===== src/rtl/gpio_port_pkg.sv =====
package gpio_port_pkg;

  // Word index of each register. The bench relies on these values.
  localparam int unsigned IDX_DIR  = 0;
  localparam int unsigned IDX_MASK = 1;
  localparam int unsigned IDX_PIN  = 2;
  localparam int unsigned IDX_SET  = 3;
  localparam int unsigned IDX_CLR  = 4;

  typedef enum logic [2:0] {
    SEL_DIR  = 3'd0,
    SEL_MASK = 3'd1,
    SEL_PIN  = 3'd2,
    SEL_SET  = 3'd3,
    SEL_CLR  = 3'd4,
    SEL_NONE = 3'd7
  } regSel_e;

  // Strobes passed from the decoder to the datapath.
  typedef struct packed {
    logic    wrDir;
    logic    wrMask;
    logic    wrPin;
    logic    wrSet;
    logic    wrClr;
    regSel_e rdSel;
  } ctrlStrobes_t;

endpackage


===== src/rtl/gpio_port_sync.sv =====
module gpio_port_sync #(
  parameter int unsigned PORT_W = 32,
  parameter int unsigned SYNC_N = 2
) (
  input  logic              clk,
  input  logic              rstN,
  input  logic [PORT_W-1:0] din,
  output logic [PORT_W-1:0] dout
);

  localparam int unsigned LAST = SYNC_N - 1;

  logic [PORT_W-1:0] stages [SYNC_N];

  always_ff @(posedge clk) begin
    if (!rstN) begin
      for (int i = 0; i < SYNC_N; i++) stages[i] <= '0;
    end else begin
      stages[0] <= din;
      for (int i = 1; i < SYNC_N; i++) stages[i] <= stages[i-1];
    end
  end

  assign dout = stages[LAST];

endmodule


===== src/rtl/gpio_port_ctrl.sv =====
module gpio_port_ctrl
  import gpio_port_pkg::*;
#(
  parameter int unsigned ADDR_W = 3,
  parameter int unsigned BYTE_N = 4
) (
  input  logic              clk,
  input  logic              rstN,
  input  logic [ADDR_W-1:0] busAddr,
  input  logic              busWe,
  input  logic [BYTE_N-1:0] busBe,
  output ctrlStrobes_t      strb
);

  regSel_e sel;
  logic    wrAny;

  always_comb begin
    if      (busAddr == ADDR_W'(IDX_DIR))  sel = SEL_DIR;
    else if (busAddr == ADDR_W'(IDX_MASK)) sel = SEL_MASK;
    else if (busAddr == ADDR_W'(IDX_PIN))  sel = SEL_PIN;
    else if (busAddr == ADDR_W'(IDX_SET))  sel = SEL_SET;
    else if (busAddr == ADDR_W'(IDX_CLR))  sel = SEL_CLR;
    else                                   sel = SEL_NONE;
  end

  assign wrAny = busWe & (|busBe);

  always_comb begin
    strb.wrDir  = wrAny & (sel == SEL_DIR);
    strb.wrMask = wrAny & (sel == SEL_MASK);
    strb.wrPin  = wrAny & (sel == SEL_PIN);
    strb.wrSet  = wrAny & (sel == SEL_SET);
    strb.wrClr  = wrAny & (sel == SEL_CLR);
    strb.rdSel  = sel;
  end

  AST_WR_ONEHOT: assert property (@(posedge clk) disable iff (!rstN)
    $onehot0({strb.wrDir, strb.wrMask, strb.wrPin, strb.wrSet, strb.wrClr}));
  AST_NO_WR_IDLE: assert property (@(posedge clk) disable iff (!rstN)
    !busWe |-> !(strb.wrDir | strb.wrMask | strb.wrPin | strb.wrSet | strb.wrClr));
  AST_UNMAPPED_QUIET: assert property (@(posedge clk) disable iff (!rstN)
    (busAddr > ADDR_W'(IDX_CLR)) |-> !(strb.wrDir | strb.wrMask | strb.wrPin | strb.wrSet | strb.wrClr));

endmodule


===== src/rtl/gpio_port_dp.sv =====
module gpio_port_dp
  import gpio_port_pkg::*;
#(
  parameter int unsigned PORT_W = 32,
  parameter int unsigned SYNC_N = 2
) (
  input  logic                  clk,
  input  logic                  rstN,
  input  ctrlStrobes_t          strb,
  input  logic [PORT_W-1:0]     busWdata,
  input  logic [PORT_W/8-1:0]   busBe,
  input  logic [PORT_W-1:0]     padIn,
  output logic [PORT_W-1:0]     busRdata,
  output logic [PORT_W-1:0]     padOut,
  output logic [PORT_W-1:0]     padOe
);

  localparam int unsigned BYTE_N = PORT_W / 8;

  logic [PORT_W-1:0] dirReg;
  logic [PORT_W-1:0] maskReg;
  logic [PORT_W-1:0] outLatch;
  logic [PORT_W-1:0] laneMask;
  logic [PORT_W-1:0] effMask;
  logic [PORT_W-1:0] pinSync;

  for (genvar b = 0; b < BYTE_N; b++) begin : g_lane
    assign laneMask[b*8 +: 8] = {8{busBe[b]}};
  end

  assign effMask = laneMask & ~maskReg;

  gpio_port_sync #(.PORT_W(PORT_W), .SYNC_N(SYNC_N)) u_sync (
    .clk  (clk),
    .rstN (rstN),
    .din  (padIn),
    .dout (pinSync)
  );

  always_ff @(posedge clk) begin
    if (!rstN) begin
      dirReg   <= '0;
      maskReg  <= '0;
      outLatch <= '0;
    end else begin
      if (strb.wrDir)  dirReg  <= (dirReg  & ~laneMask) | (busWdata & laneMask);
      if (strb.wrMask) maskReg <= (maskReg & ~laneMask) | (busWdata & laneMask);
      if (strb.wrPin)      outLatch <= (outLatch & ~effMask) | (busWdata & effMask);
      else if (strb.wrSet) outLatch <= outLatch | (busWdata & effMask);
      else if (strb.wrClr) outLatch <= outLatch & ~(busWdata & effMask);
    end
  end

  always_comb begin
    case (strb.rdSel)
      SEL_DIR:  busRdata = dirReg;
      SEL_MASK: busRdata = maskReg;
      SEL_PIN:  busRdata = pinSync & ~maskReg;
      SEL_SET:  busRdata = outLatch;
      default:  busRdata = '0;
    endcase
  end

  assign padOe  = dirReg;
  assign padOut = outLatch & dirReg;

  AST_MASK_HOLDS: assert property (@(posedge clk) disable iff (!rstN)
    1'b1 |=> (((outLatch ^ $past(outLatch)) & $past(maskReg)) == '0));
  AST_SET_ONLY_RAISES: assert property (@(posedge clk) disable iff (!rstN)
    strb.wrSet |=> (($past(outLatch) & ~outLatch) == '0));
  AST_CLR_ONLY_LOWERS: assert property (@(posedge clk) disable iff (!rstN)
    strb.wrClr |=> ((outLatch & ~$past(outLatch)) == '0));
  AST_DIR_ONLY_BY_WRITE: assert property (@(posedge clk) disable iff (!rstN)
    !strb.wrDir |=> $stable(dirReg));

endmodule


===== src/rtl/gpio_port.sv =====
module gpio_port
  import gpio_port_pkg::*;
#(
  parameter int unsigned PORT_W = 32,
  parameter int unsigned ADDR_W = 3,
  parameter int unsigned SYNC_N = 2
) (
  input  logic                clk,
  input  logic                rstN,
  input  logic [ADDR_W-1:0]   busAddr,
  input  logic [PORT_W-1:0]   busWdata,
  input  logic [PORT_W/8-1:0] busBe,
  input  logic                busWe,
  output logic [PORT_W-1:0]   busRdata,
  input  logic [PORT_W-1:0]   padIn,
  output logic [PORT_W-1:0]   padOut,
  output logic [PORT_W-1:0]   padOe
);

  localparam int unsigned BYTE_N = PORT_W / 8;

  ctrlStrobes_t strb;

  gpio_port_ctrl #(.ADDR_W(ADDR_W), .BYTE_N(BYTE_N)) u_ctrl (
    .clk     (clk),
    .rstN    (rstN),
    .busAddr (busAddr),
    .busWe   (busWe),
    .busBe   (busBe),
    .strb    (strb)
  );

  gpio_port_dp #(.PORT_W(PORT_W), .SYNC_N(SYNC_N)) u_dp (
    .clk      (clk),
    .rstN     (rstN),
    .strb     (strb),
    .busWdata (busWdata),
    .busBe    (busBe),
    .padIn    (padIn),
    .busRdata (busRdata),
    .padOut   (padOut),
    .padOe    (padOe)
  );

endmodule


===== config.mk =====
export PLATFORM = sky130hd
export DESIGN_NAME = gpio_port
export DESIGN_NICKNAME = d
export VERILOG_FILES = /design/src/rtl/gpio_port_pkg.sv /design/src/rtl/gpio_port_sync.sv /design/src/rtl/gpio_port_ctrl.sv /design/src/rtl/gpio_port_dp.sv /design/src/rtl/gpio_port.sv
export SDC_FILE = /design/constraint.sdc
export NUM_CORES = 1
export LEC_CHECK = 0
export BUFFER_PORTS_ARGS = -buffer_cell sky130_fd_sc_hd__buf_2
export CAP_MARGIN = 20
export CORE_MARGIN = 2
export CORE_UTILIZATION = 30
export CTS_BUF_LIST = sky130_fd_sc_hd__clkbuf_8
export DETAILED_ROUTE_END_ITERATION = 8
export MAX_ROUTING_LAYER = met4
export RECOVER_POWER = 100
export SLEW_MARGIN = 20
export SYNTH_ARGS = -nofsm -noshare
export SYNTH_HDL_FRONTEND = slang
export SYNTH_SLANG_ARGS = --single-unit

===== constraint.sdc =====
create_clock -name clk -period 1.6 [get_ports clk]
set_input_delay 0.16 -clock clk [delete_from_list [all_inputs] [get_ports clk]]
set_output_delay 0.16 -clock clk [all_outputs]
set_load 0.05 [all_outputs]

==> results.md <==
* Status: finished with violations
* Failing checks: negative setup slack
* Sink Count at 160
* Number of synthesized flops with an enable pin at 0
* Leak at 4.29 nW
* Vias per cell at 4.70
* Max stage delay cell, worst path: dfxtp_2
* HP Start: busWdata[18]
* Syn_nets at 830
* Vias in the first global route at 6170
* Die ar. at 25100 µm²
* Clk root buf: clkbuf_8
* PortBufs at 169
* Final Core Density at 45.4%
* Clk_skew at 0.00630 ns
* Critical Path Sink Type: output pin
* CP startpoint kind: register
* Nets at 1108
* R2R Setup Slk at 0.49 ns
* Yosys warnings at 0
* Placeable Area at 23500 µm²
* Ys flop type: dfxtp_1
* CTS Buffer Depth at 2
* Worst-skew pair later-pin latency at 0.44 ns
* Layout filler cell count at 2260
* Post-Syn Instances at 756
* Cells along the critical path: nor2_2 > a22oi_2 > a211oi_4 > buf_6
* H-tree Lvls at 4
* Hold_ws at 0.0340 ns
* Hold WC Path Type: in2reg
* Synth area leaders: dfxtp_1 45%, mux2i_1 8.9%, and2_1 8.4%, nor2b_1 7.1%, nor2_1 3.5%
* Reg2reg path depth at 3
* CP Class: reg2out
* First-pass GRT wire length at 33000 µm
* Clock transition at the registers of the reported paths at 0.09 ns
* Starting density of the core at 30.5%
* Die W at 159 µm
* DRC viols at 0
* Dominant delay contributor by cell family on the critical path: flip-flops
* Synth Cell Area at 7170 µm²
* Power per cell area at 811 nW/µm²
* Hold Vio Cnt, Final at 0
* Number of DRC markers in iteration 0 at 257
* Antenna violations before repair at 1
* Slew margin rel. at 48.6%
* Die height at 159 µm
* Max incr delay on CP at 0.36 ns
* Dpl hpwl at 14100 µm
* Area Growth Syn to Fin at 48.8%
* Hold Path Stages at 3
* Drt wl/cell at 15.5 µm
* Via count at 6429
* ANT nets after route at 0
* Max Fanout on Critical Path at 4
* Synth top area share at 44.7%
* CP arrival at 1.46 ns
* Least-Margin Pin Slew at 0.769 ns
* WP data required at 1.44 ns
* Io pins at 170
* Placed insts at 1233
* Layout cell share with drive strength beyond 1 at 40.9%
* Final slew viol count at 0
* Minimum clock period at 1.62 ns
* Cell variety after synth at 37
* # rows at 56
* Seq cells post-synth at 160
* WP buf/inv at 1
* Final setup fails at 5
* FF/Latch Area at 3280 µm²
* Multi-input gate area at 4250 µm²
* Post-synth ARST share at 0%
* Largest net degree at the start of global routing at 104
* CTS tree: built
* Routed wire length at 21200 µm
* RSZ-0062 raised after global routing: true
* Setup TNS at -0.0431 ns
* Worst setup margin at -0.0201 ns
* Sequential area share after synthesis at 44.7%
* CTS Buf Count at 17
* Layout Cells excl Fill at 1367
* Gr usage total at 17.5%
* Peak supply drop at 496 µV
* Routability cong. at 0.725
* Mean post-synth cell area at 9.48 µm²
* Max Cap Viol at 0
* Synth area leader: dfxtp_1
* Max Freq at 0.617 GHz
* Drt first pass iters at 4
* Global route overflow at 0
* Tcrit/Tclk final at 101%
## cells in the mapped netlist (3+ instances only)
| cell type | number |
|---|---|
| mux2i_1 | 64 |
| nand2b_1 | 9 |
| o311ai_0 | 11 |
| o21ai_1 | 9 |
| a22oi_1 | 32 |
| and2_1 | 96 |
| a211oi_1 | 32 |
| dfxtp_1 | 160 |
| buf_2 | 18 |
| and3_1 | 3 |
| nor2_1 | 67 |
| buf_4 | 4 |
| nor2b_1 | 81 |
| o31ai_1 | 23 |
| nand3b_1 | 22 |
| a22o_1 | 16 |
| o21ai_0 | 16 |
| a21boi_0 | 19 |
| clkbuf_1 | 29 |
| nand2_1 | 21 |
## worst min-delay path: stages
cell and delay [ns]:
buf_2 0.12, nand3b_1 0.07, a21boi_0 0.07
## area by class of cell
cell class	instances	area share, %
multi-input cells	543	39.9
flip-flops and latches	160	30.8
repair buffers	312	21.3
well taps	319	3.74
clock buffers	20	2.58
clock inverters	11	1.64
diodes	2	0.0469
## what timing repair did
| item | 4_1_cts | 5_1_grt |
|---|---|---|
| setup endpoints to repair | 32 | 32 |
| hold buffers | 56 | 0 |
| setup buffers | 36 | 9 |
| hold endpoints to repair | 71 | 0 |
| gates resized for setup | 161 | 47 |
| pin swaps | 49 | 28 |
| cloned | 0 | 0 |
## report_power, final
group,total [mW],switching (mW),internal (mW)
clock network,3.38,1.55,1.83
logic,1.14,0.631,0.505
registers,4.13,0.0534,4.08
## how the worst max path moves through the flow
| stage | start | end | depth (start not counted) |
|---|---|---|---|
| 4_1_cts | register | busRdata[7] | 5 |
| 2_1_floorplan | register | busRdata[3] | 3 |
| 3_3_place_gp | busAddr[0] | busRdata[21] | 7 |
| 6_report | register | busRdata[31] | 4 |
| 3_5_place_dp | busAddr[0] | register | 7 |
| 5_1_grt | register | busRdata[17] | 5 |
## routing by layer
layer  track usage [%]  wire [µm]  share of wire, %
met4              4.03        220               1.0
met1              22.3      10100                48
met2              28.6      10000                47
met5                 -          0                 0
met3              3.76        824               3.9
## stage by stage
stage	instance area [µm²]	power, mW	setup WS (ns)
detailed placement	8810	5.17	-0.0952
CTS	10600	8.76	-0.0615
finish	10700	8.65	-0.0201
global route	10700	9.04	-0.0929
floorplan	7360	4.80	-0.172
global placement	8810	5.16	-0.0829
## cells by family (layout without fill, tap and decap cells)
logic type,Yosys count,after routing,share of synthesized area [%]
AOI/OAI and AO/OA,164,164,17.1
buffers and inverters,53,343,3.40
DFF,160,160,44.7
muxes,64,64,8.94
other,0,2,0
and+or+nand+nor,315,315,25.9
## cell usage in the layout (no fill, tap or decap), drive strengths merged
cell         count
diode            2
and2b            1
dfxtp          160
clkinv           2
nor2            67
bufinv           4
o21ai           25
nor2b           81
o311ai          11
inv              3
o211ai           3
or4              2
mux2i           64
nand2           21
nand2b           9
nor3             2
buf            175
clkbuf         101
a21boi          21
nand4            2
dlygate4sd3     56
o21bai           1
o31ai           23
and2            96
nor4             1
nand4b           2
and4b            2
a211oi          32
a22oi           32
nand3b          22
nor3b            4
clkinvlp         2
and3             3
a22o            16
(Power assumes the default switching activity.)
